[src/rtl/dpwm_pkg.sv]
package dpwm_pkg;

    // Which fast channel drives the output
    typedef enum logic {
        CH_STRICT = 1'b0,
        CH_INCL   = 1'b1
    } ch_sel_e;

    function automatic logic mux_pick(ch_sel_e sel, logic strict_ch, logic incl_ch);
        return (sel == CH_INCL) ? incl_ch : strict_ch;
    endfunction

endpackage

[src/rtl/dpwm_fast_cmp.sv]
module dpwm_fast_cmp #(
    parameter int W = 8
) (
    input  logic         clk,
    input  logic         rst,
    input  logic         en_i,
    input  logic [W-1:0] cmp_i,
    output logic         wrap_o,
    output logic         strict_o,
    output logic         incl_o
);
    localparam logic [W-1:0] LAST = '1;

    logic [W-1:0] cnt_q;

    always_ff @(posedge clk) begin
        if (rst || !en_i) cnt_q <= '0;
        else              cnt_q <= cnt_q + 1'b1;
    end

    always_comb begin
        wrap_o   = en_i && (cnt_q == LAST);
        strict_o = (cnt_q <  cmp_i);
        incl_o   = (cnt_q <= cmp_i);
    end

    always_comb begin
        if (!rst) begin
            AST_INCL_COVERS: assert (!strict_o || incl_o);
        end
    end

    AST_FAST_WRAP: assert property (@(posedge clk) disable iff (rst)
        (en_i && cnt_q == LAST) |=> (cnt_q == '0));

endmodule

[src/rtl/dpwm_ctrl_pwm.sv]
module dpwm_ctrl_pwm
    import dpwm_pkg::*;
#(
    parameter int W = 8
) (
    input  logic         clk,
    input  logic         rst,
    input  logic         en_i,
    input  logic         step_i,
    input  logic [W-1:0] cmp_i,
    output ch_sel_e      sel_o,
    output logic         last_o
);
    localparam logic [W-1:0] LAST = '1;

    logic [W-1:0] cnt_q;

    always_ff @(posedge clk) begin
        if (rst || !en_i) cnt_q <= '0;
        else if (step_i)  cnt_q <= cnt_q + 1'b1;
    end

    always_comb begin
        sel_o  = (cnt_q < cmp_i) ? CH_INCL : CH_STRICT;
        last_o = (cnt_q == LAST);
    end

    AST_CTRL_HOLD: assert property (@(posedge clk) disable iff (rst)
        (en_i && !step_i) |=> $stable(cnt_q));

    AST_CTRL_IDLE: assert property (@(posedge clk) disable iff (rst)
        !en_i |=> (cnt_q == '0));

endmodule

[src/rtl/dither_pwm.sv]
module dither_pwm
    import dpwm_pkg::*;
#(
    parameter int FAST_W = 8,
    parameter int CTRL_W = 8,
    localparam int PW_W  = FAST_W + CTRL_W
) (
    input  logic            clk,
    input  logic            rst,
    input  logic            en,
    input  logic            load,
    input  logic [PW_W-1:0] pw_in,
    output logic            pwm_o
);
    typedef struct packed {
        logic [FAST_W-1:0] coarse;
        logic [CTRL_W-1:0] fine;
    } width_t;

    width_t  pend_q;
    width_t  act_q;
    logic    fast_wrap;
    logic    ch_strict;
    logic    ch_incl;
    logic    ctrl_last;
    logic    joint_wrap;
    ch_sel_e ctrl_sel;

    // Shadow register: written by the user at any time
    always_ff @(posedge clk) begin
        if (rst)       pend_q <= '0;
        else if (load) pend_q <= width_t'(pw_in);
    end

    assign joint_wrap = fast_wrap && ctrl_last;

    // Active register: swapped only at a joint wrap or while idle
    always_ff @(posedge clk) begin
        if (rst)                      act_q <= '0;
        else if (!en || joint_wrap)   act_q <= pend_q;
    end

    dpwm_fast_cmp #(.W(FAST_W)) u_fast (
        .clk      (clk),
        .rst      (rst),
        .en_i     (en),
        .cmp_i    (act_q.coarse),
        .wrap_o   (fast_wrap),
        .strict_o (ch_strict),
        .incl_o   (ch_incl)
    );

    dpwm_ctrl_pwm #(.W(CTRL_W)) u_ctrl (
        .clk    (clk),
        .rst    (rst),
        .en_i   (en),
        .step_i (fast_wrap),
        .cmp_i  (act_q.fine),
        .sel_o  (ctrl_sel),
        .last_o (ctrl_last)
    );

    always_ff @(posedge clk) begin
        if (rst || !en) pwm_o <= 1'b0;
        else            pwm_o <= mux_pick(ctrl_sel, ch_strict, ch_incl);
    end

    AST_ACT_HOLD: assert property (@(posedge clk) disable iff (rst)
        (en && !joint_wrap) |=> $stable(act_q));

    AST_DIS_LOW: assert property (@(posedge clk) disable iff (rst)
        !en |=> !pwm_o);

    AST_RST_LOW: assert property (@(posedge clk)
        rst |=> (!pwm_o && act_q == '0));

endmodule

[config.mk]
export PLATFORM = sky130hd
export DESIGN_NAME = dither_pwm
export DESIGN_NICKNAME = d
export VERILOG_FILES = /design/src/rtl/dpwm_pkg.sv /design/src/rtl/dpwm_fast_cmp.sv /design/src/rtl/dpwm_ctrl_pwm.sv /design/src/rtl/dither_pwm.sv
export SDC_FILE = /design/constraint.sdc
export NUM_CORES = 1
export LEC_CHECK = 0
export ABC_AREA = 1
export ABC_CLOCK_PERIOD_IN_PS = 1770
export CAP_MARGIN = 5
export CORE_ASPECT_RATIO = 0.8
export CORE_MARGIN = 3
export CORE_UTILIZATION = 57
export CTS_BUF_LIST = sky130_fd_sc_hd__clkbuf_16
export DETAILED_ROUTE_END_ITERATION = 8
export HOLD_SLACK_MARGIN = 0.03
export PLACE_DENSITY = 0.8
export SYNTH_ARGS = -nofsm -noshare
export SYNTH_HDL_FRONTEND = slang
export SYNTH_SLANG_ARGS = --single-unit
[constraint.sdc]
create_clock -name clk -period 1.77 [get_ports clk]
set_input_delay 0.4425 -clock clk [delete_from_list [all_inputs] [get_ports clk]]
set_output_delay 0.4425 -clock clk [all_outputs]
set_load 0.03 [all_outputs]
=== Yosys cells after proc, flatten, opt, wreduce, memory -nomap -nowiden ===
Index checks and enable logic that the tools add are counted.

* Register bits after elaboration: 49
* Latch bits: 0
* Memory bits (writable): 0
* ROM bits: 0
* Bits of input ports: 20
* Output and inout port bits: 1
* Memories: 0

* $add $sub $neg: 2
* $mul: 0
* Divide/modulo/power cells: 0
* Order comparisons: 3
* Eq/ne operators: 2
* Shift-type cells: 0
* Muxes and demuxes: 2
* Bitwise gates (word level): 0
* Reductions and logical operators: 5

{| class="wikitable"
|+ Operators with widths
! kind !! number
|-
| $add 8x1->8 const B || 2
|-
| $eq 8x8->1 const B || 2
|-
| $lt 8x8->1 || 2
|-
| $le 8x8->1 || 1
|-
| $logic_and 1x1->1 || 2
|-
| $logic_or 1x1->1 || 2
|-
| $mux 1 || 2
|-
| $logic_not 1->1 || 1
|}

=== Depth between registers and ports, before layout ===
Gate-level depths: netlist of the first run.

* Depth in word-level cells: 4
* Gate-level depth with buffers: 9
* Mapped depth without buffers: 9

=== Cells and area by module ===
Synthesis of the first run repeated with hierarchy kept, for this count alone.

* Cell total of the unflattened synthesis: 345
* Area total of the unflattened synthesis: 2442.3 sq um

{| class="wikitable"
|+ By module, submodules not included
! module !! instances !! cells an instance !! area each (sq um) !! sequential area each (sq um)
|-
| dither_pwm || 1 || 181 || 1337.5 || 660.6
|-
| dpwm_ctrl_pwm || 1 || 84 || 560.5 || 160.2
|-
| dpwm_fast_cmp || 1 || 80 || 544.3 || 160.2
|}

=== Worst setup path before layout of the first run ===
Ideal clock, no wire load.

* Kind: register to register
* From: register u_fast.cnt_q[0]
* To: register act_q[11] (netlist bit)
* Setup time: 0.113 ns
* Data arrival time: 1.346 ns
* Setup slack: 0.311 ns
* Cell stages (with the launch flop): 10
* Path buffers: 1
* Period minus slack after synthesis: 1.459 ns
* Cells stage by stage: dfxtp_1 ha_1 nand3_2 nor2_8 nand2_4 o21ai_4 buf_6 nand2_1 nand2_1 nor2_1

* Longest elaborated chain between the ends: 4

{| class="wikitable"
|+ RTL lines
! what !! RTL line !! text
|-
| start, declared || dpwm_fast_cmp.sv:14 || <nowiki>logic [W-1:0] cnt_q;</nowiki>
|-
| start signal, assigned || dpwm_fast_cmp.sv:18 || <nowiki>else cnt_q <= cnt_q + 1'b1;</nowiki>
|-
| $eq 8x8->1 || dpwm_fast_cmp.sv:22 || <nowiki>wrap_o = en_i && (cnt_q == LAST);</nowiki>
|-
| $logic_and 1x1->1 || dpwm_fast_cmp.sv:22 ||
|-
| $logic_and 1x1->1 || dither_pwm.sv:35 || <nowiki>assign joint_wrap = fast_wrap && ctrl_last;</nowiki>
|-
| $logic_or 1x1->1 || dither_pwm.sv:40 || <nowiki>else if (!en || joint_wrap) act_q <= pend_q;</nowiki>
|-
| end signal, assigned || dither_pwm.sv:40 ||
|-
| end, declared || dither_pwm.sv:21 || <nowiki>width_t act_q;</nowiki>
|}

No other way between the ends.
A chain may end at the register's enable or synchronous reset.

=== Worst setup path after layout of the first run ===
* From: register pwm_o
* To: output pwm_o

{| class="wikitable"
|+ RTL lines
! what !! RTL line !! text
|-
| start, declared || dither_pwm.sv:13 || <nowiki>output logic pwm_o</nowiki>
|-
| start signal, assigned || dither_pwm.sv:65 || <nowiki>else pwm_o <= mux_pick(ctrl_sel, ch_strict, ch_incl);</nowiki>
|}

No word-level cell between the ends.

==> impl_metrics.tcl, run 1 <==
set metrics [dict create \
    status "finished, final reports clean" \
    clk_pin_slew_ns 0.06 \
    dp.cells 408 \
    synthCells 334 \
    drv_cap 0 \
    fp.dieArea_um2 5020 \
    fmax_mhz 593 \
    cts.path.max_buffers 2 \
    dp_hpwl_mm 3.32 \
    htreeDepth 2 \
    die_x_um 78.5 \
    synth_seq_cells 49 \
    grt_overflow_total 0 \
    fp.dieH_um 64.0 \
    first_iter_violations 120 \
    crit_family "buffers and inverters" \
    grt_util_all_layers_pct 19.6 \
    drive_gt1_share_pct 6.67 \
    fill_cells 323 \
    crit_type "register to primary output" \
    seqPwrFrac_pct 47.6 \
    slew_headroom_pct 52.1 \
    viasPerCell 4.97 \
    placed_area_um2 2700 \
    whs_ns 0.454 \
    cts_tree "done" \
    worstMarginPinSlew_ns 0.717 \
    num_rows 20 \
    final_cells 415 \
    period_needed_ns 1.69 \
    hp-class "register to register" \
    dr.pass1.iters 4 \
    grt_pass1_wl_mm 7.98 \
    powerDensity_nw_per_um2 865 \
    io_pins 21 \
    worstPathArrival_ns 1.24 \
    start_kind "register" \
    cts_buffers 5 \
    antennaDiodeCount 0 \
    grt_pass1_vias 1994 \
    crit_fanout 1 \
    clock-skew-final_ns 0.00350 \
    syn2layout_area_growth_pct 19.4 \
    vias 2064 \
    end_kind "primary output" \
    clkSinkCount 49 \
    swShare_pct 21.9 \
    hold_viol_final 0 \
    power.switching_uw 542 \
    nNetsFinal 397 \
    netlist_area_um2 2400 \
    ant_nets 0 \
    rsz0062_at_grt "no" \
    cts_root_buf "clkbuf_16" \
    synth_edf_count 0 \
    worst_skew_pair.late_latency_ns 0.28 \
    io_buffers 20 \
    cpPeakStageDelay_ns 0.66 \
    finalMaxSlewViolations 0 \
    regArea_um2 981 \
    finalCritPeriodShare_pct 95.3 \
    grt_max_degree 33 \
    multi_input_area_um2 1140 \
    gp_congestion 0.829 \
    antenna_found_initial 0 \
    totalWireLength_mm 4.40 \
    report.final.setup_viol 0 \
    clkPwrFrac_pct 41.8 \
    start_util_pct 61.0 \
    async_flop_share_pct 0 \
    p_int_uw 1930 \
    worstPathRequired_ns 1.33 \
    synth_fp_nets 371 \
    core_area_um2 3930 \
    synthFlopType "dfxtp_1" \
    combinationalPowerShare_pct 10.6 \
    cp_slowest_cell "clkdlybuf4s50_1" \
    cp_num_buf_inv 1 \
    cp_cell_sequence "clkdlybuf4s50_1" \
    drc_errors 0 \
    utilization_pct 72.8 \
    yosys_warnings 0 \
    leakage_uw 0.00134 \
    vdd_drop_max_v 0.000554 \
    synth.avg_cell_area_um2 7.17 \
    seq_area_frac_synth_pct 40.9 \
    synth.distinct_cells 26 \
    wire_per_inst_um 10.6 \
    final_cell_area_um2 2860 \
]
==> worst reg2reg max path: stages (launching register included) <==
cell and delay, ns:
dfxtp_1 0.38, ha_1 0.21, nand3_2 0.15, nor2_8 0.17, nand2_4 0.07, o21ai_4 0.15
buf_12 0.19, nand2_1 0.08, nand2_1 0.06, nor2_1 0.03
==> power by group through the flow <==
stage               combinational (uW)  sequential [uW]  clock (uW)
floorplan                          170             1200           0
global placement                   253             1200           0
detailed placement                 262             1200           0
global route                       307             1180        1100
finish                             263             1180        1040
CTS                                266             1180        1060
==> flip-flops by register name, summed over array words and instances (netlist names) <==
signal        flops
act_q            16
pend_q           16
pwm_o             1
u_ctrl.cnt_q      8
u_fast.cnt_q      8
==> Yosys cell counts (2+ instances only) <==
master | instances | area (um2)
buf_6 | 3 | 33.8
nand2_1 | 71 | 267
nor2_1 | 51 | 191
ha_1 | 17 | 213
xnor2_1 | 2 | 17.5
xor2_1 | 3 | 26.3
a21oi_1 | 31 | 155
clkbuf_1 | 6 | 22.5
nand3_1 | 7 | 35.0
dfxtp_1 | 49 | 981
nand4_1 | 3 | 18.8
nor3_1 | 2 | 10.0
inv_1 | 56 | 210
o21ai_0 | 21 | 105
==> metrics by stage <==
| step | worst slack, ns | power (uW) | TNS (ns) |
|---|---|---|---|
| final | 0.0834 | 2480 | 0 |
| after global routing | 0.00434 | 2590 | 0 |
| after CTS | 0.0724 | 2500 | 0 |
| after detailed placement | -0.0708 | 1460 | -1.03 |
| after global placement | -0.0313 | 1450 | -0.318 |
| after floorplan | 0.311 | 1370 | 0 |
==> final cells by class <==
type / instances / share of cell area [%]
inverter: 57 / 7.48
multi-input combinational: 218 / 40.0
clock inverter: 2 / 1.22
clock buffer: 5 / 4.37
tap: 55 / 2.41
sequential: 49 / 34.3
timing repair buffer: 29 / 10.2
==> per-layer routing <==
metal,track usage [%],vias to the layer above,share of wire [%]
li1,-,1087,-
met1,22.3,953,45
met2,36.9,16,51
met3,4.23,8,3.0
met4,5.24,0,1.1
met5,0,-,0
==> repair_timing <==
item	4_1_cts	5_1_grt
hold buffers	0	0
resized for setup	0	1
setup buffers	0	0
endpoints found under the setup margin	0	5
==> final timing paths <==
path                    from  slack [ns]         end  depth (start not counted)
max reg2reg  u_fast.cnt_q[0]        0.19   act_q[10]                          9
min reg2reg       pend_q[15]        0.45  pend_q[15]                          2
min               pend_q[15]        0.45  pend_q[15]                          2
max                    pwm_o        0.08       pwm_o                          1
==> placed cells by master (no fill, tap or decap), types with 2 or more instances in the layout <==
cell / count
a21oi_1: 31
buf_12: 2
buf_4: 7
clkbuf_16: 5
clkdlybuf4s50_1: 20
dfxtp_1: 49
ha_1: 17
inv_1: 56
nand2_1: 71
nand3_1: 7
nand4_1: 3
nor2_1: 50
nor3_1: 2
o21ai_0: 21
xnor2_1: 2
xor2_1: 3
==> cell families after synthesis <==
group | after synthesis | synth area share [%]
AO/OA/AOI/OAI | 55 | 12.2
XOR/XNOR | 5 | 1.83
adder cells (fa/ha/maj) | 17 | 8.88
flip-flops | 49 | 40.9
AND/OR/NAND/NOR | 141 | 24.8
buffers and inverters | 67 | 11.4
(Power assumes the default switching activity.)
==> run 2: changes to the inputs <==
--- a/config.mk
+++ b/config.mk
@@ -14,7 +14,7 @@
 export CTS_BUF_LIST = sky130_fd_sc_hd__clkbuf_16
 export DETAILED_ROUTE_END_ITERATION = 8
 export HOLD_SLACK_MARGIN = 0.03
-export PLACE_DENSITY = 0.8
+export PLACE_DENSITY = 0.77
 export SYNTH_ARGS = -nofsm -noshare
 export SYNTH_HDL_FRONTEND = slang
 export SYNTH_SLANG_ARGS = --single-unit
==> run 2 against run 1 <==
Routed wire length is 2.8% lower. Clock power hardly changed. Worst hold slack better by 0.00079 ns. First-iteration DRC count is 26% lower. Sequential share of layout area is 0.12 points higher. Via count is 3.0% lower. Non-clock buffer count is 1 lower. Worst setup slack better by 0.0068 ns. Die area stayed put. Power is 0.40% lower. Core utilization is 0.25 points lower.
==> impl_metrics.tcl, run 2 (synthesis gave the netlist of run 1 again) <==
set metrics [dict create \
    status "finished, final reports clean" \
    cp-startpoint "pwm_o" \
    powerDensity_nw_per_um2 865 \
    cts_buffers 5 \
    crit_fanout 1 \
    top_regs "act_q (16), pend_q (16)" \
    final_common_cell "nand2_1" \
    antennaDiodeCount 0 \
    rsz0062_at_grt "no" \
    p_int_uw 1930 \
    cts.path.max_buffers 2 \
    post-place-ws_ns -0.0641 \
    nNetsFinal 396 \
    ant_nets 0 \
    core_area_um2 3930 \
    die_x_um 78.5 \
    grt_overflow_total 0 \
    fill_cells 328 \
    clkPwrFrac_pct 41.6 \
    cpPeakStageDelay_ns 0.66 \
    post-cts-setup-buffers 0 \
    postCtsResizedCells 0 \
    end_kind "primary output" \
    first_iter_violations 89 \
    combinationalPowerShare_pct 10.6 \
    worst_skew_pair.late_latency_ns 0.28 \
    cp_cell_sequence "clkdlybuf4s50_1" \
    start_util_pct 61.0 \
    whs_ns 0.455 \
    hold_viol_final 0 \
    r2r_end "act_q[13]" \
    min_from "pend_q[13]" \
    fin_ws_ns 0.0901 \
    r2r_start "u_fast.cnt_q[0]" \
    antenna_found_initial 0 \
    r2r_slack_ns 0.18 \
    clock-skew-final_ns 0.00322 \
    min_path_cells 2 \
    vias 2003 \
    layout_common_cells "nand2_1 (71), inv_1 (56), nor2_1 (51), dfxtp_1 (49), a21oi_1 (31)" \
    clk_pin_slew_ns 0.06 \
    io_buffers 20 \
    grt_max_degree 33 \
    viasPerCell 4.84 \
    busiest_layer "met2" \
    syn2layout_area_growth_pct 19.0 \
    grtUsageMet1_pct 22.7 \
    use_met3_pct 4.37 \
    drv_cap 0 \
    seqPwrFrac_pct 47.8 \
    crit_family "buffers and inverters" \
    worstPathArrival_ns 1.24 \
    fp.dieH_um 64.0 \
    htreeDepth 2 \
    wire_per_inst_um 10.3 \
    cp_slowest_cell "clkdlybuf4s50_1" \
    drc_errors 0 \
    leakage_uw 0.00134 \
    crit_type "register to primary output" \
    dr.pass1.iters 4 \
    cp_num_buf_inv 1 \
    hold_buffers 0 \
    grt_util_all_layers_pct 18.5 \
    num_rows 20 \
    grt_pass1_vias 1801 \
    finalCritPeriodShare_pct 94.9 \
    swShare_pct 21.6 \
    fp.dieArea_um2 5020 \
    power_uw 2470 \
    io_pins 21 \
    tns_ns 0 \
    power.switching_uw 532 \
    drive_gt1_share_pct 6.13 \
    fmax_mhz 595 \
    start_kind "register" \
    worstMarginPinSlew_ns 0.728 \
    worstPathRequired_ns 1.33 \
    period_needed_ns 1.68 \
    vdd_drop_max_v 0.000665 \
    slew_headroom_pct 51.4 \
    clkSinkCount 49 \
    grt_pass1_wl_mm 7.47 \
    finalMaxSlewViolations 0 \
    holdPathEnd "pend_q[13]" \
    gp_congestion 0.780 \
    hp-class "register to register" \
    r2r_cells 9 \
    cts_tree "done" \
    use_met2_pct 32.2 \
    report.final.setup_viol 0 \
    totalWireLength_mm 4.27 \
    dp_hpwl_mm 3.01 \
    cts_root_buf "clkbuf_16" \
]
run 2: area by class of cell:
| cell class | instances | area [um2] | share of cell area [%] |
|---|---|---|---|
| Multi-Input combinational cell | 218 | 1140 | 40.0 |
| Sequential cell | 49 | 981 | 34.4 |
| Timing Repair Buffer | 28 | 285 | 10.0 |
| Inverter | 57 | 214 | 7.51 |
| Clock buffer | 5 | 125 | 4.39 |
| Tap cell | 55 | 68.8 | 2.41 |
| Clock inverter | 2 | 35.0 | 1.23 |
run 2: routing by layer:
metal	vias to the layer above	wire length [um]
li1	1083	-
met1	888	2010
met2	28	2080
met3	4	139
met4	0	45
met5	-	0
run 2: power by group through the flow:
stage / clock network (uW) / logic [uW] / registers [uW]
2_1_floorplan: 0 / 170 / 1200
3_3_place_gp: 0 / 254 / 1200
3_5_place_dp: 0 / 260 / 1200
4_1_cts: 1050 / 265 / 1180
5_1_grt: 1090 / 304 / 1180
6_report: 1030 / 262 / 1180
run 2: worst max-delay path by stage:
stage	end	depth (start not counted)
3_3_place_gp	act_q[1]	9
3_5_place_dp	act_q[1]	9
2_1_floorplan	act_q[11]	9
5_1_grt	pwm_o	1
6_report	pwm_o	1
4_1_cts	pwm_o	1
run 2: through the flow:
step / instance area [um2] / utilization (%) / cells
after floorplan: 2400 / - / 334
after global placement: 2690 / 68.5 / 407
after detailed placement: 2690 / 68.5 / 407
after CTS: 2850 / 72.5 / 414
after global routing: 2850 / 72.5 / 414
final: 2850 / 72.5 / 414
==> run 3: changes to the inputs <==
--- a/config.mk
+++ b/config.mk
@@ -12,6 +12,7 @@
 export CORE_MARGIN = 3
 export CORE_UTILIZATION = 57
 export CTS_BUF_LIST = sky130_fd_sc_hd__clkbuf_16
+export CTS_CLUSTER_SIZE = 25
 export DETAILED_ROUTE_END_ITERATION = 8
 export HOLD_SLACK_MARGIN = 0.03
 export PLACE_DENSITY = 0.77
==> results of run 3 <==
The final DEF is identical to that of run 2; final timing and power are the same.
